$ cat src/rtl/vlu_pkg.sv
package vlu_pkg;
  localparam int EXP_W  = 8;
  localparam int MAN_W  = 23;
  localparam int LANE_W = 1 + EXP_W + MAN_W;

  typedef logic [LANE_W-1:0] lane_t;

  typedef enum logic [3:0] {
    OP_LOAD   = 4'd0,
    OP_MOVE   = 4'd1,
    OP_MOVHL  = 4'd2,
    OP_MOVLH  = 4'd3,
    OP_UNPKHI = 4'd4,
    OP_UNPKLO = 4'd5,
    OP_SGNMSK = 4'd6,
    OP_AND    = 4'd7,
    OP_ANDN   = 4'd8,
    OP_OR     = 4'd9,
    OP_XOR    = 4'd10,
    OP_CMPEQ  = 4'd11,
    OP_CMPLT  = 4'd12
  } vop_e;

  typedef struct packed {
    logic wrEn;
    logic sgnEn;
    vop_e kind;
  } vstrb_t;

  function automatic logic isNan(lane_t v);
    return (&v[LANE_W-2 -: EXP_W]) && (|v[MAN_W-1:0]);
  endfunction

  function automatic logic bothZero(lane_t a, lane_t b);
    return (a[LANE_W-2:0] == '0) && (b[LANE_W-2:0] == '0);
  endfunction

  function automatic logic fpEq(lane_t a, lane_t b);
    if (isNan(a) || isNan(b)) return 1'b0;
    return (a == b) || bothZero(a, b);
  endfunction

  function automatic logic fpLt(lane_t a, lane_t b);
    logic sa, sb;
    sa = a[LANE_W-1];
    sb = b[LANE_W-1];
    if (isNan(a) || isNan(b) || bothZero(a, b)) return 1'b0;
    if (sa != sb) return sa;
    if (!sa) return a[LANE_W-2:0] < b[LANE_W-2:0];
    return a[LANE_W-2:0] > b[LANE_W-2:0];
  endfunction
endpackage

$ cat src/rtl/vlu_ctrl.sv
module vlu_ctrl
  import vlu_pkg::*;
(
  input  logic       opValid,
  input  logic [3:0] opCode,
  output vstrb_t     strb
);
  logic known;

  always_comb begin
    known      = (opCode <= OP_CMPLT);
    strb.kind  = vop_e'(opCode);
    strb.sgnEn = opValid && (opCode == OP_SGNMSK);
    strb.wrEn  = opValid && known && (opCode != OP_SGNMSK);
  end
endmodule

$ cat src/rtl/vlu_regfile.sv
module vlu_regfile #(
  parameter int DEPTH = 8,
  parameter int VEC_W = 128,
  localparam int IDX_W = $clog2(DEPTH)
) (
  input  logic             clk,
  input  logic             rst,
  input  logic [IDX_W-1:0] rdIdxA,
  input  logic [IDX_W-1:0] rdIdxB,
  input  logic             wrEn,
  input  logic [IDX_W-1:0] wrIdx,
  input  logic [VEC_W-1:0] wrData,
  output logic [VEC_W-1:0] rdDataA,
  output logic [VEC_W-1:0] rdDataB
);
  logic [VEC_W-1:0] mem [DEPTH];

  always_ff @(posedge clk) begin
    if (rst) begin
      for (int i = 0; i < DEPTH; i++) mem[i] <= '0;
    end else if (wrEn) begin
      mem[wrIdx] <= wrData;
    end
  end

  assign rdDataA = mem[rdIdxA];
  assign rdDataB = mem[rdIdxB];

  AST_RESET_CLEAR: assert property (@(posedge clk)
    rst |=> (rdDataA == '0 && rdDataB == '0));

  AST_WRITE_LANDS: assert property (@(posedge clk) disable iff (rst)
    wrEn |=> mem[$past(wrIdx)] == $past(wrData));

  AST_IDLE_HOLD: assert property (@(posedge clk) disable iff (rst)
    (!wrEn && !$isunknown(rdIdxA)) ##1 $stable(rdIdxA) |-> $stable(rdDataA));
endmodule

$ cat src/rtl/vlu_datapath.sv
module vlu_datapath
  import vlu_pkg::*;
#(
  parameter int LANES = 4,
  localparam int VEC_W = LANES * LANE_W,
  localparam int HALF  = VEC_W / 2
) (
  input  logic             clk,
  input  logic             rst,
  input  vstrb_t           strb,
  input  logic [VEC_W-1:0] opA,
  input  logic [VEC_W-1:0] opB,
  input  logic [VEC_W-1:0] loadData,
  output logic [VEC_W-1:0] result,
  output logic [LANES-1:0] signMask
);
  lane_t aL [LANES];
  lane_t bL [LANES];
  logic [VEC_W-1:0] unpkHi, unpkLo, cmpEq, cmpLt;
  logic [LANES-1:0] signNow;

  for (genvar i = 0; i < LANES; i++) begin : gLane
    assign aL[i] = opA[i*LANE_W +: LANE_W];
    assign bL[i] = opB[i*LANE_W +: LANE_W];
    if (i % 2 == 1) begin : gOdd
      assign unpkHi[i*LANE_W +: LANE_W] = bL[LANES/2 + i/2];
      assign unpkLo[i*LANE_W +: LANE_W] = bL[i/2];
    end else begin : gEven
      assign unpkHi[i*LANE_W +: LANE_W] = aL[LANES/2 + i/2];
      assign unpkLo[i*LANE_W +: LANE_W] = aL[i/2];
    end
    assign cmpEq[i*LANE_W +: LANE_W] = {LANE_W{fpEq(aL[i], bL[i])}};
    assign cmpLt[i*LANE_W +: LANE_W] = {LANE_W{fpLt(aL[i], bL[i])}};
    assign signNow[i] = aL[i][LANE_W-1];

    AST_CMP_FULL_MASK: assert property (@(posedge clk) disable iff (rst)
      (strb.kind == OP_CMPEQ || strb.kind == OP_CMPLT) |->
        (result[i*LANE_W +: LANE_W] == '0 || result[i*LANE_W +: LANE_W] == '1));
  end

  always_comb begin
    case (strb.kind)
      OP_LOAD:   result = loadData;
      OP_MOVE:   result = opA;
      OP_MOVHL:  result = {opA[VEC_W-1:HALF], opB[VEC_W-1:HALF]};
      OP_MOVLH:  result = {opB[HALF-1:0], opA[HALF-1:0]};
      OP_UNPKHI: result = unpkHi;
      OP_UNPKLO: result = unpkLo;
      OP_AND:    result = opA & opB;
      OP_ANDN:   result = ~opA & opB;
      OP_OR:     result = opA | opB;
      OP_XOR:    result = opA ^ opB;
      OP_CMPEQ:  result = cmpEq;
      OP_CMPLT:  result = cmpLt;
      default:   result = '0;
    endcase
  end

  always_ff @(posedge clk) begin
    if (rst) signMask <= '0;
    else if (strb.sgnEn) signMask <= signNow;
  end
endmodule

$ cat src/rtl/vec_lane_unit.sv
module vec_lane_unit
  import vlu_pkg::*;
#(
  parameter int LANES = 4,
  parameter int REGS  = 8,
  localparam int VEC_W = LANES * LANE_W,
  localparam int IDX_W = $clog2(REGS)
) (
  input  logic             clk,
  input  logic             rst,
  input  logic             opValid,
  input  logic [3:0]       opCode,
  input  logic [IDX_W-1:0] dstIdx,
  input  logic [IDX_W-1:0] srcAIdx,
  input  logic [IDX_W-1:0] srcBIdx,
  input  logic [VEC_W-1:0] loadData,
  output logic [VEC_W-1:0] resultOut,
  output logic [LANES-1:0] signMask
);
  vstrb_t strb;
  logic [VEC_W-1:0] rdA, rdB;

  vlu_ctrl uCtrl (
    .opValid(opValid),
    .opCode (opCode),
    .strb   (strb)
  );

  vlu_regfile #(.DEPTH(REGS), .VEC_W(VEC_W)) uRegs (
    .clk    (clk),
    .rst    (rst),
    .rdIdxA (srcAIdx),
    .rdIdxB (srcBIdx),
    .wrEn   (strb.wrEn),
    .wrIdx  (dstIdx),
    .wrData (resultOut),
    .rdDataA(rdA),
    .rdDataB(rdB)
  );

  vlu_datapath #(.LANES(LANES)) uPath (
    .clk     (clk),
    .rst     (rst),
    .strb    (strb),
    .opA     (rdA),
    .opB     (rdB),
    .loadData(loadData),
    .result  (resultOut),
    .signMask(signMask)
  );

  AST_SGN_NO_WRITE: assert property (@(posedge clk) disable iff (rst)
    (opValid && opCode == OP_SGNMSK) |-> !strb.wrEn);

  AST_UNDEF_NO_WRITE: assert property (@(posedge clk) disable iff (rst)
    (opCode > OP_CMPLT) |-> !strb.wrEn);

  AST_MASK_HOLD: assert property (@(posedge clk) disable iff (rst)
    !(opValid && opCode == OP_SGNMSK) |=> $stable(signMask));
endmodule

$ cat config.mk
export PLATFORM = sky130hd
export DESIGN_NAME = vec_lane_unit
export DESIGN_NICKNAME = d
export VERILOG_FILES = /design/src/rtl/vlu_pkg.sv /design/src/rtl/vlu_ctrl.sv /design/src/rtl/vlu_regfile.sv /design/src/rtl/vlu_datapath.sv /design/src/rtl/vec_lane_unit.sv
export SDC_FILE = /design/constraint.sdc
export NUM_CORES = 2
export LEC_CHECK = 0
export BUFFER_PORTS_ARGS = -buffer_cell sky130_fd_sc_hd__buf_2
export CORE_UTILIZATION = 30
export DETAILED_ROUTE_END_ITERATION = 10
export MAX_ROUTING_LAYER = met4
export PLACE_DENSITY_LB_ADDON = 0.08
export SLEW_MARGIN = 20
export SYNTH_ARGS = -nofsm -noshare
export SYNTH_HDL_FRONTEND = slang
export SYNTH_SLANG_ARGS = --single-unit
$ cat constraint.sdc
create_clock -name clk -period 7.05 [get_ports clk]
set_clock_uncertainty 0.05 [all_clocks]
set_input_delay 0 -clock clk [delete_from_list [all_inputs] [get_ports clk]]
set_output_delay 0 -clock clk [all_outputs]
set_load 0.01 [all_outputs]
==> impl_metrics.ini <==
[outcome]
status = completed

[detailed_routing]
wl_per_cell_um = 39.1
viasPerCell = 6.18
first_iter_violations = 8751
met1_length_um = 164000
remaining_drc_errors = 0
dr.pass1.iters = 6
wl_met2_um = 177000
highest_layer = met4
met3_length_um = 30200
vias = 61961
ant_nets = 0
wl_um = 392000

[worst_setup_path]
cp-end-kind = output port
crit_fanout = 34
crit_type = register to output port
path_cells = mux2i_1, a22oi_1, and2_1, inv_1, ha_1, or4_1, nor4b_1, o31ai_1, a21boi_0, or3_1, a211oi_2, buf_4, o21bai_4, buf_4, nand2_1, buf_2
startpoint_type = register
cp.required_ns = 7.00
path_common_cell = buf_4
arrival_ns = 6.59
cp_slowest_cell = nor4b_1
critical_path.max_stage_delay_ns = 0.92

[floorplanning]
initial_utilization = 0.302
core_area_mm2 = 0.230
dieArea_mm2 = 0.233
die_w_um = 483
fp-row-count = 176
die_h_um = 483
boundaryPins = 276

[cts]
numCtsBuffers = 136
h-tree-depth = 4
cts_buffer_depth = 3
ctsHoldBuffers = 80
worstSkewPairLatency_ns = 0.86
cts_setup_buffers = 0
cts-root-buf = clkbuf_16
path_clk_slew_ns = 0.06
cts.sinks = 1028
cts_tree = built
cts_resized = 0

[sta]
finalSetupViolCount = 0
worst_pin_slew_ns = 1.20
timing.final.crit_share = 0.941
fin_hold_ws_ns = 0.0355
period_minus_slack_ns = 6.64
slew_viol_final = 0
hold_viol = 0
setup_tns_ns = 0
rsz0062_at_grt = false
slew_headroom = 0.195
fmax_mhz = 151

[yosys]
syn_inst = 6467
synth_area_leaders = edfxtp_1 44%, mux4_2 11%, mux2i_1 7.3%
synth_area_mm2 = 0.0694
ys.flop_type = edfxtp_1
yosys.cell_count.top_type = edfxtp_1
ys_ff_latch = 1028
synth.avg_cell_area_um2 = 10.7
synthTopCellsByCount = 1024 x edfxtp_1, 783 x nand2_1, 723 x a21oi_1
yosysWarnings = 0
seq_area_frac_synth = 0.444
yosysTopAreaCellShare = 0.443
synth_edf_count = 1024
synth-async-reset-ratio = 0
syn-num-nets = 6863
synth_top_area_cell = edfxtp_1
ys_types = 85

[place]
placed_cell_area_mm2 = 0.0763
dpl.cell_count = 9679
place_hpwl_um = 277000
port_buffers = 275
gp_congestion = 1.01

[global_route]
overflow = 0
grt_max_degree = 98
grt_pass1_wl_um = 525000
grt_use_total = 0.339
grt_pass1_vias = 58367
antenna_found_initial = 45

[finish]
nNetsFinal = 7269
area_delta_synth_final_pct = 17.4
postLayoutCellArea_mm2 = 0.0815
drive_gt1_frac = 0.208
utilization = 0.354
nFillCells = 23141
stdcell_count = 10026

[power]
peakVddDrop_uv = 230
powerDensity_mw_per_mm2 = 231
p_leak_uw = 0.0326

[job]
drv_cap = 0

[min_path]
hp-class = primary input to register
metrics by stage:
step / power [uW] / setup WS (ns)
finish: 18800 / 0.413
global route: 19200 / 0.382
CTS: 18800 / 0.654
detailed placement: 11800 / 0.826
global placement: 11800 / 0.524
floorplan: 9470 / 1.25
area by class of cell:
cell class,count,area (um^2),share of cell area
Sequential cell,1028,30800,0.379
Inverter,231,875,0.0107
Antenna cell,20,50.0,0.000614
Tap cell,3026,3790,0.0465
Clock inverter,75,624,0.00767
Clock buffer,170,3680,0.0452
Multi-Input combinational cell,4662,35300,0.434
Timing Repair Buffer,814,6280,0.0771
worst paths after layout:
kind                            slack, ns  cells after the start                            from                              to
worst min-delay path                 0.04                      7                    loadData[42]  uRegs.mem[6][42]$_SDFFCE_PN0P_
worst max register to register       0.77                     16  uRegs.mem[7][76]$_SDFFCE_PN0P_  uRegs.mem[7][87]$_SDFFCE_PN0P_
worst min register to register       0.46                      2  uPath.signMask[1]$_SDFFE_PP0P_  uPath.signMask[1]$_SDFFE_PP0P_
worst max-delay path                 0.41                     16  uRegs.mem[7][76]$_SDFFCE_PN0P_                   resultOut[76]
layer usage:
metal / vias to the layer above / global-route usage
met5: - / -
met4: 0 / 0.162
met3: 658 / 0.0479
met2: 3504 / 0.511
met1: 32280 / 0.447
li1: 25519 / -
layout by cell type (no fill, tap or decap), drive strengths merged, types with 11 or more instances in the layout:
| cell | netlist | routed |
|---|---|---|
| edfxtp | 1024 | 1024 |
| nand2 | 783 | 783 |
| buf | 249 | 733 |
| a21oi | 724 | 724 |
| nor2 | 636 | 636 |
| mux2i | 515 | 515 |
| mux4 | 332 | 332 |
| ha | 252 | 252 |
| inv | 221 | 229 |
| o21ai | 210 | 210 |
| a22oi | 176 | 176 |
| clkbuf | 297 | 171 |
| nor3 | 136 | 136 |
| o22ai | 117 | 117 |
| a221oi | 98 | 98 |
| nor4 | 85 | 85 |
| dlygate4sd3 | 0 | 80 |
| nand3 | 68 | 68 |
| clkinv | 10 | 61 |
| nand2b | 58 | 58 |
| o221ai | 57 | 57 |
| a211oi | 43 | 43 |
| or4 | 39 | 39 |
| nand4 | 39 | 39 |
| mux2 | 28 | 28 |
| nor2b | 28 | 28 |
| o211ai | 24 | 24 |
| a221o | 24 | 24 |
| or4b | 21 | 21 |
| diode | 0 | 20 |
| and2 | 17 | 17 |
| or3 | 14 | 14 |
| a2111oi | 12 | 12 |
| o31ai | 11 | 11 |
| o21bai | 11 | 11 |
cell families (layout without fill, tap and decap cells):
logic type	Yosys count	in the layout	share of synthesized area
AOI/OAI and AO/OA	1579	1579	0.141
and+or+nand+nor	1956	1956	0.129
other	0	20	0
adders and majority gates	252	252	0.0455
muxes	875	875	0.187
buffers and inverters	777	1290	0.0528
DFF	1028	1028	0.444
registers in the layout, summed over array words and instances, names as in the netlist:
register        count
uPath.signMask      4
uRegs.mem        1024
where the power goes:
group	switching (uW)	total, uW	leakage [uW]	internal, uW
clock	3010	7010	0.00209	3990
sequential	199	7190	0.0106	6990
combinational	3180	4600	0.0198	1420
critical path: cells and delay by family (launching register included):
family | cells | cell delay (ns)
multiplexers | 1 | 0.10
AO/OA/AOI/OAI | 5 | 1.51
buffers and inverters | 4 | 0.99
adder cells (fa/ha/maj) | 1 | 0.35
AND/OR/NAND/NOR | 5 | 2.36
flip-flops | 1 | 0.40
Note: power is estimated with default switching activity, not from simulation.
